**src/rtl/sbl_pkg.sv**
```systemverilog
package sbl_pkg;
  localparam int NCOL    = 32;
  localparam int NROW    = 4;
  localparam int STATE_W = NCOL * NROW;
  localparam int PIPE    = 3;

  // row form -> column form: column j = {row3[j],row2[j],row1[j],row0[j]}
  function automatic logic [STATE_W-1:0] rows_to_cols(input logic [STATE_W-1:0] b);
    logic [STATE_W-1:0] c;
    for (int j = 0; j < NCOL; j++)
      for (int i = 0; i < NROW; i++)
        c[NROW*j+i] = b[NCOL*i+j];
    return c;
  endfunction

  function automatic logic [STATE_W-1:0] cols_to_rows(input logic [STATE_W-1:0] c);
    logic [STATE_W-1:0] b;
    for (int j = 0; j < NCOL; j++)
      for (int i = 0; i < NROW; i++)
        b[NCOL*i+j] = c[NROW*j+i];
    return b;
  endfunction

  // linear nibble map used after the nonlinear step, and its inverse
  function automatic logic [3:0] lin_fwd(input logic [3:0] x);
    return {x[2:0], x[3]};
  endfunction

  function automatic logic [3:0] lin_bwd(input logic [3:0] x);
    return {x[0], x[3:1]};
  endfunction
endpackage

```
**src/rtl/sbl_unit.sv**
```systemverilog
module sbl_unit
  import sbl_pkg::*;
(
  input  logic       clk,
  input  logic       rst,
  input  logic       en,
  input  logic       inv,
  input  logic [3:0] x0,
  input  logic [3:0] x1,
  input  logic       r,
  output logic [3:0] y0,
  output logic [3:0] y1
);
  logic [3:0] p0_q, p1_q, q0_q, q1_q, y0_q, y1_q;
  logic       r_q;
  logic [3:0] pre0, pre1, c0, c1;
  logic       z0, z1;

  // stage 1 input: pre-map selected in reverse mode
  assign pre0 = inv ? lin_bwd(x0) : x0;
  assign pre1 = inv ? lin_bwd(x1) : x1;

  // masked AND of bits 2 and 1, remasked with the fresh bit
  assign z0 = (p0_q[2] & p0_q[1]) ^ r_q;
  assign z1 = (p1_q[2] & p1_q[1]) ^ ((p0_q[2] & p1_q[1]) ^ r_q) ^ (p1_q[2] & p0_q[1]);

  // core linear output, then post-map selected in reverse mode
  assign c0 = lin_fwd(q0_q);
  assign c1 = lin_fwd(q1_q);

  always_ff @(posedge clk) begin
    if (rst) begin
      p0_q <= '0; p1_q <= '0; r_q <= 1'b0;
      q0_q <= '0; q1_q <= '0;
      y0_q <= '0; y1_q <= '0;
    end else if (en) begin
      p0_q <= pre0;
      p1_q <= pre1;
      r_q  <= r;
      q0_q <= {p0_q[3] ^ z0, p0_q[2:0]};
      q1_q <= {p1_q[3] ^ z1, p1_q[2:0]};
      y0_q <= inv ? lin_bwd(c0) : c0;
      y1_q <= inv ? lin_bwd(c1) : c1;
    end
  end

  assign y0 = y0_q;
  assign y1 = y1_q;
endmodule

```
**src/rtl/sbl_unit_array.sv**
```systemverilog
module sbl_unit_array #(
  parameter int P = 4
) (
  input  logic           clk,
  input  logic           rst,
  input  logic           en,
  input  logic           inv,
  input  logic [4*P-1:0] x0,
  input  logic [4*P-1:0] x1,
  input  logic [P-1:0]   r,
  output logic [4*P-1:0] y0,
  output logic [4*P-1:0] y1
);
  for (genvar u = 0; u < P; u++) begin : g_unit
    sbl_unit u_unit (
      .clk (clk),
      .rst (rst),
      .en  (en),
      .inv (inv),
      .x0  (x0[4*u +: 4]),
      .x1  (x1[4*u +: 4]),
      .r   (r[u]),
      .y0  (y0[4*u +: 4]),
      .y1  (y1[4*u +: 4])
    );
  end
endmodule

```
**src/rtl/sbl_layer_seq.sv**
```systemverilog
module sbl_layer_seq
  import sbl_pkg::*;
#(
  parameter int P = 4
) (
  input  logic               clk,
  input  logic               rst,
  input  logic               start,
  input  logic               inverse,
  input  logic               stall,
  input  logic [P-1:0]       rnd,
  input  logic [STATE_W-1:0] in_sh0,
  input  logic [STATE_W-1:0] in_sh1,
  output logic [STATE_W-1:0] out_sh0,
  output logic [STATE_W-1:0] out_sh1,
  output logic               done
);
  localparam int NCHUNK = NCOL / P;
  localparam int CW     = 4 * P;
  localparam int STEPS  = NCHUNK + PIPE;
  localparam int CNT_W  = $clog2(STEPS);
  localparam logic [CNT_W-1:0] LAST = CNT_W'(STEPS - 1);

  logic [STATE_W-1:0] st0_q, st1_q, st0_nx, st1_nx;
  logic [CW-1:0]      y0, y1;
  logic [CNT_W-1:0]   cnt_q;
  logic               busy_q, done_q, mode_q;
  logic               adv;

  assign adv = busy_q & ~stall;

  sbl_unit_array #(.P(P)) u_arr (
    .clk (clk),
    .rst (rst),
    .en  (adv),
    .inv (mode_q),
    .x0  (st0_q[CW-1:0]),
    .x1  (st1_q[CW-1:0]),
    .r   (rnd),
    .y0  (y0),
    .y1  (y1)
  );

  // head chunk leaves, processed chunk re-enters at the tail
  if (CW == STATE_W) begin : g_whole
    assign st0_nx = y0;
    assign st1_nx = y1;
  end else begin : g_shift
    assign st0_nx = {y0, st0_q[STATE_W-1:CW]};
    assign st1_nx = {y1, st1_q[STATE_W-1:CW]};
  end

  always_ff @(posedge clk) begin
    if (rst) begin
      st0_q  <= '0;
      st1_q  <= '0;
      cnt_q  <= '0;
      busy_q <= 1'b0;
      done_q <= 1'b0;
      mode_q <= 1'b0;
    end else begin
      done_q <= 1'b0;
      if (!busy_q && start) begin
        st0_q  <= rows_to_cols(in_sh0);
        st1_q  <= rows_to_cols(in_sh1);
        mode_q <= inverse;
        busy_q <= 1'b1;
        cnt_q  <= '0;
      end else if (adv) begin
        st0_q <= st0_nx;
        st1_q <= st1_nx;
        if (cnt_q == LAST) begin
          busy_q <= 1'b0;
          done_q <= 1'b1;
        end else begin
          cnt_q <= cnt_q + 1'b1;
        end
      end
    end
  end

  assign out_sh0 = cols_to_rows(st0_q);
  assign out_sh1 = cols_to_rows(st1_q);
  assign done    = done_q;
endmodule

```
**config.mk**
```make
export PLATFORM = sky130hd
export DESIGN_NAME = sbl_layer_seq
export DESIGN_NICKNAME = d
export VERILOG_FILES = /design/src/rtl/sbl_pkg.sv /design/src/rtl/sbl_unit.sv /design/src/rtl/sbl_unit_array.sv /design/src/rtl/sbl_layer_seq.sv
export SDC_FILE = /design/constraint.sdc
export NUM_CORES = 1
export LEC_CHECK = 0
export ABC_AREA = 1
export BUFFER_PORTS_ARGS = -buffer_cell sky130_fd_sc_hd__buf_4
export CORE_AREA = 5 5 198 200
export CTS_CLUSTER_SIZE = 40
export DETAILED_ROUTE_END_ITERATION = 8
export DIE_AREA = 0 0 203 205
export PLACE_DENSITY = 0.74
export RECOVER_POWER = 100
export REMOVE_ABC_BUFFERS = 1
export SLEW_MARGIN = 5
export SYNTH_ARGS = -nofsm -noshare
export SYNTH_HDL_FRONTEND = slang
export SYNTH_SLANG_ARGS = --single-unit
```
**constraint.sdc**
```tcl
create_clock -name clk -period 1.8 [get_ports clk]
set_input_delay 0.27 -clock clk [delete_from_list [all_inputs] [get_ports clk]]
set_output_delay 0.27 -clock clk [all_outputs]
set_load 0.02 [all_outputs]
```
==> out/metrics.cfg <==
[outcome]
status=finished, final reports clean

[clock_tree]
htree_levels=2
clockBufferDepth=3
clock-sinks=363
clk_latency_ns=0.54
cts_resized=0
root_buffer=clkbuf_16
clk_pin_slew_ns=0.06
postCtsSetupRepairBufs=0
cts_buffers=41
tritoncts=built

[synth]
yosysTopAreaCell=dfxtp_1
synth_top_area_share_pct=47.3
synth.area.top_cells=dfxtp_1, nand2_1, o21ai_0
synthCells=2159
yosysUniqueCellTypes=22
yosysWarningCount=0
ys_seq_elements=363
synth_area_um2=15400
yosysSeqAreaShare_pct=47.3
syn_avg_cell_area_um2=7.11

[worst_setup_path]
crit_top_cell=nand2_4
reg2regPathDepth=7
crit_type=flop to flop
r2r-end=st0_q[9]
rrSetupSlack_ns=0.15
crit_path_max_fanout=16
slowest_stage=dfxtp_1
slowest_delay_ns=0.45
rr_startpoint=busy_q
start_kind=flop
cp.arrival_ns=2.12
required_ns=2.26
end_kind=flop
cp_cell_sequence=inv_1 -> nand2_4 -> nand2_4 -> inv_6 -> clkbuf_2 -> nand2_1 -> a31oi_1

[pwr]
p_clk_share_pct=39.9
switching_power_uw=6190
p_int_uw=15100
combPwrFrac_pct=16.9
p_per_area_nw_per_um2=1050
seqPwrFrac_pct=43.3
p_leak_uw=0.00806
ir_drop_v=0.000610
swShare_pct=29.0

[timing]
worstMarginPinSlew_ns=0.622
fin_skew_ns=0.0123
max_clock_freq_mhz=604
hold_viol=0
period_needed_ns=1.65
maxSlewViolCount=0
rsz0062_at_grt=false
timing.final.crit_share_pct=91.9
setup-violations-final=0
maxSlewHeadroom_pct=58.5

[floorplanning]
dieArea_um2=41600
die_h_um=205
start_util_pct=41.3
ios=522
die_w_um=203
row_count=71
coreArea_um2=37200

[placement]
place_hpwl_um=37800
placed_cell_area_um2=19900
routabilityCongestion=0.881
port_buffers=521

[global_route]
gr-total-overflow=0
antenna_found_initial=1
grt_first_pass_wirelength_um=84200
grt_max_degree=102
busiest_layer=met2
grtUsageTotal_pct=24.4
grt_pass1_vias=15900
grtUsageMet2_pct=40.9
grtUsageMet1_pct=30.4
grt_use_met3_pct=6.08

[layout]
drive_gt1_share_pct=14.8
nets=2874
multi_input_area_um2=7110
fillers=3687
layout_common_cells=nand2_1, dfxtp_1, o21ai_0
layout_commonest_cell=nand2_1
final_area_um2=20300
area_delta_synth_final_pct=32.3
fin_util_pct=54.6
ff_latch_area_um2=7270

[drt]
wirelength_um=54000
dr.pass1.iters=5
vias_per_cell=5.37
postRouteAntennaNets=0
num_vias=16700
wl_per_cell_um=17.4
first_iter_violations=1133
drc=0

[hold_path]
holdPathStages=3
min_from=in_sh1[72]
min_to=st1_q[34]
hold_class=input pin to flop

[flow_run]
cap_viol_max_count=0

-- state kept, by name (all words and copies together) (netlist names) --
| signal | count |
|---|---|
| u_arr.g_unit.u_unit.p1_q | 16 |
| mode_q | 1 |
| st0_q | 128 |
| u_arr.g_unit.u_unit.y1 | 16 |
| busy_q | 1 |
| u_arr.g_unit.u_unit.p0_q | 16 |
| u_arr.g_unit.u_unit.q1_q | 16 |
| cnt_q | 4 |
| u_arr.g_unit.u_unit.r_q | 4 |
| done | 1 |
| u_arr.g_unit.u_unit.y0 | 16 |
| st1_q | 128 |
| u_arr.g_unit.u_unit.q0_q | 16 |
-- cell usage after synthesis --
master,count
buf_2,61
o221a_2,1
nand2_4,1
nand3_1,27
nand2_2,1
buf_4,14
a31oi_1,49
xnor2_1,4
clkbuf_1,102
dfxtp_1,363
a211oi_1,16
o21ai_0,318
buf_1,3
ha_1,2
nor3_1,187
nand2b_1,4
a21oi_1,243
inv_2,3
nand2_1,551
clkinv_2,1
inv_1,48
nor2_1,160
-- how the worst max path moves through the flow --
| stage | from | endpoint | slack, ns |
|---|---|---|---|
| after floorplan | busy_q | cnt_q[1] | -6.06 |
| after global placement | stall | st1_q[115] | 0.23 |
| after detailed placement | stall | cnt_q[2] | 0.17 |
| after CTS | busy_q | st0_q[20] | 0.20 |
| after global routing | busy_q | st1_q[6] | 0.05 |
| final | busy_q | st0_q[9] | 0.15 |
-- critical path, delay by kind of cell, from the launching register on --
family | cells | cell delay (ns)
simple gates | 3 | 0.34
flops | 1 | 0.45
buf+inv | 3 | 0.62
compound gates | 1 | 0.15
-- area by class of cell --
cell class,count,area share (%)
tap,474,2.92
sequential,363,35.8
multi-input combinational,1564,35.0
inverter,52,1.03
clock inverter,15,0.770
antenna,2,0.0246
clock buffer,56,5.98
timing repair buffer,585,18.5
-- routing by layer --
layer	vias to the layer above	wire [um]	part of all wire, %
met5	-	0	0
met4	0	1930	3.6
met3	126	4130	7.6
met2	672	25700	48
met1	7752	22200	41
li1	8152	-	-
-- cells by family after synthesis --
kind of cell	count (synthesis)	share of synthesized area, %
XOR/XNOR	4	0.228
flip-flops	363	47.3
AND/OR/NAND/NOR	931	24.6
buffers and inverters	232	6.52
AO/OA/AOI/OAI	627	21.1
adder cells (fa/ha/maj)	2	0.163
-- per-stage QoR --
step	worst slack [ns]	TNS [ns]	hold slack [ns]	power, uW	instances
finish	0.145	0	0.0193	21300	3111
global route	0.0468	0	0.00720	22300	3110
CTS	0.202	0	0.00196	21900	3109
detailed placement	0.168	0	0.470	13400	3029
global placement	0.230	0	0.463	13300	3029
floorplan	-6.06	-1826.64	0.339	11300	1979
-- power groups by stage --
stage	sequential, uW	combinational [uW]	clock [uW]
2_1_floorplan	9840	1500	0
3_3_place_gp	9380	3910	0
3_5_place_dp	9400	3980	0
4_1_cts	9230	4010	8660
5_1_grt	9300	3940	9010
6_report	9220	3590	8490
-- what timing repair did --
action	in CTS	in global routing
hold endpoints to repair	9	0
hold buffers	9	0
setup endpoints to repair	0	0
No activity file was read; power rests on OpenSTA's default activity.
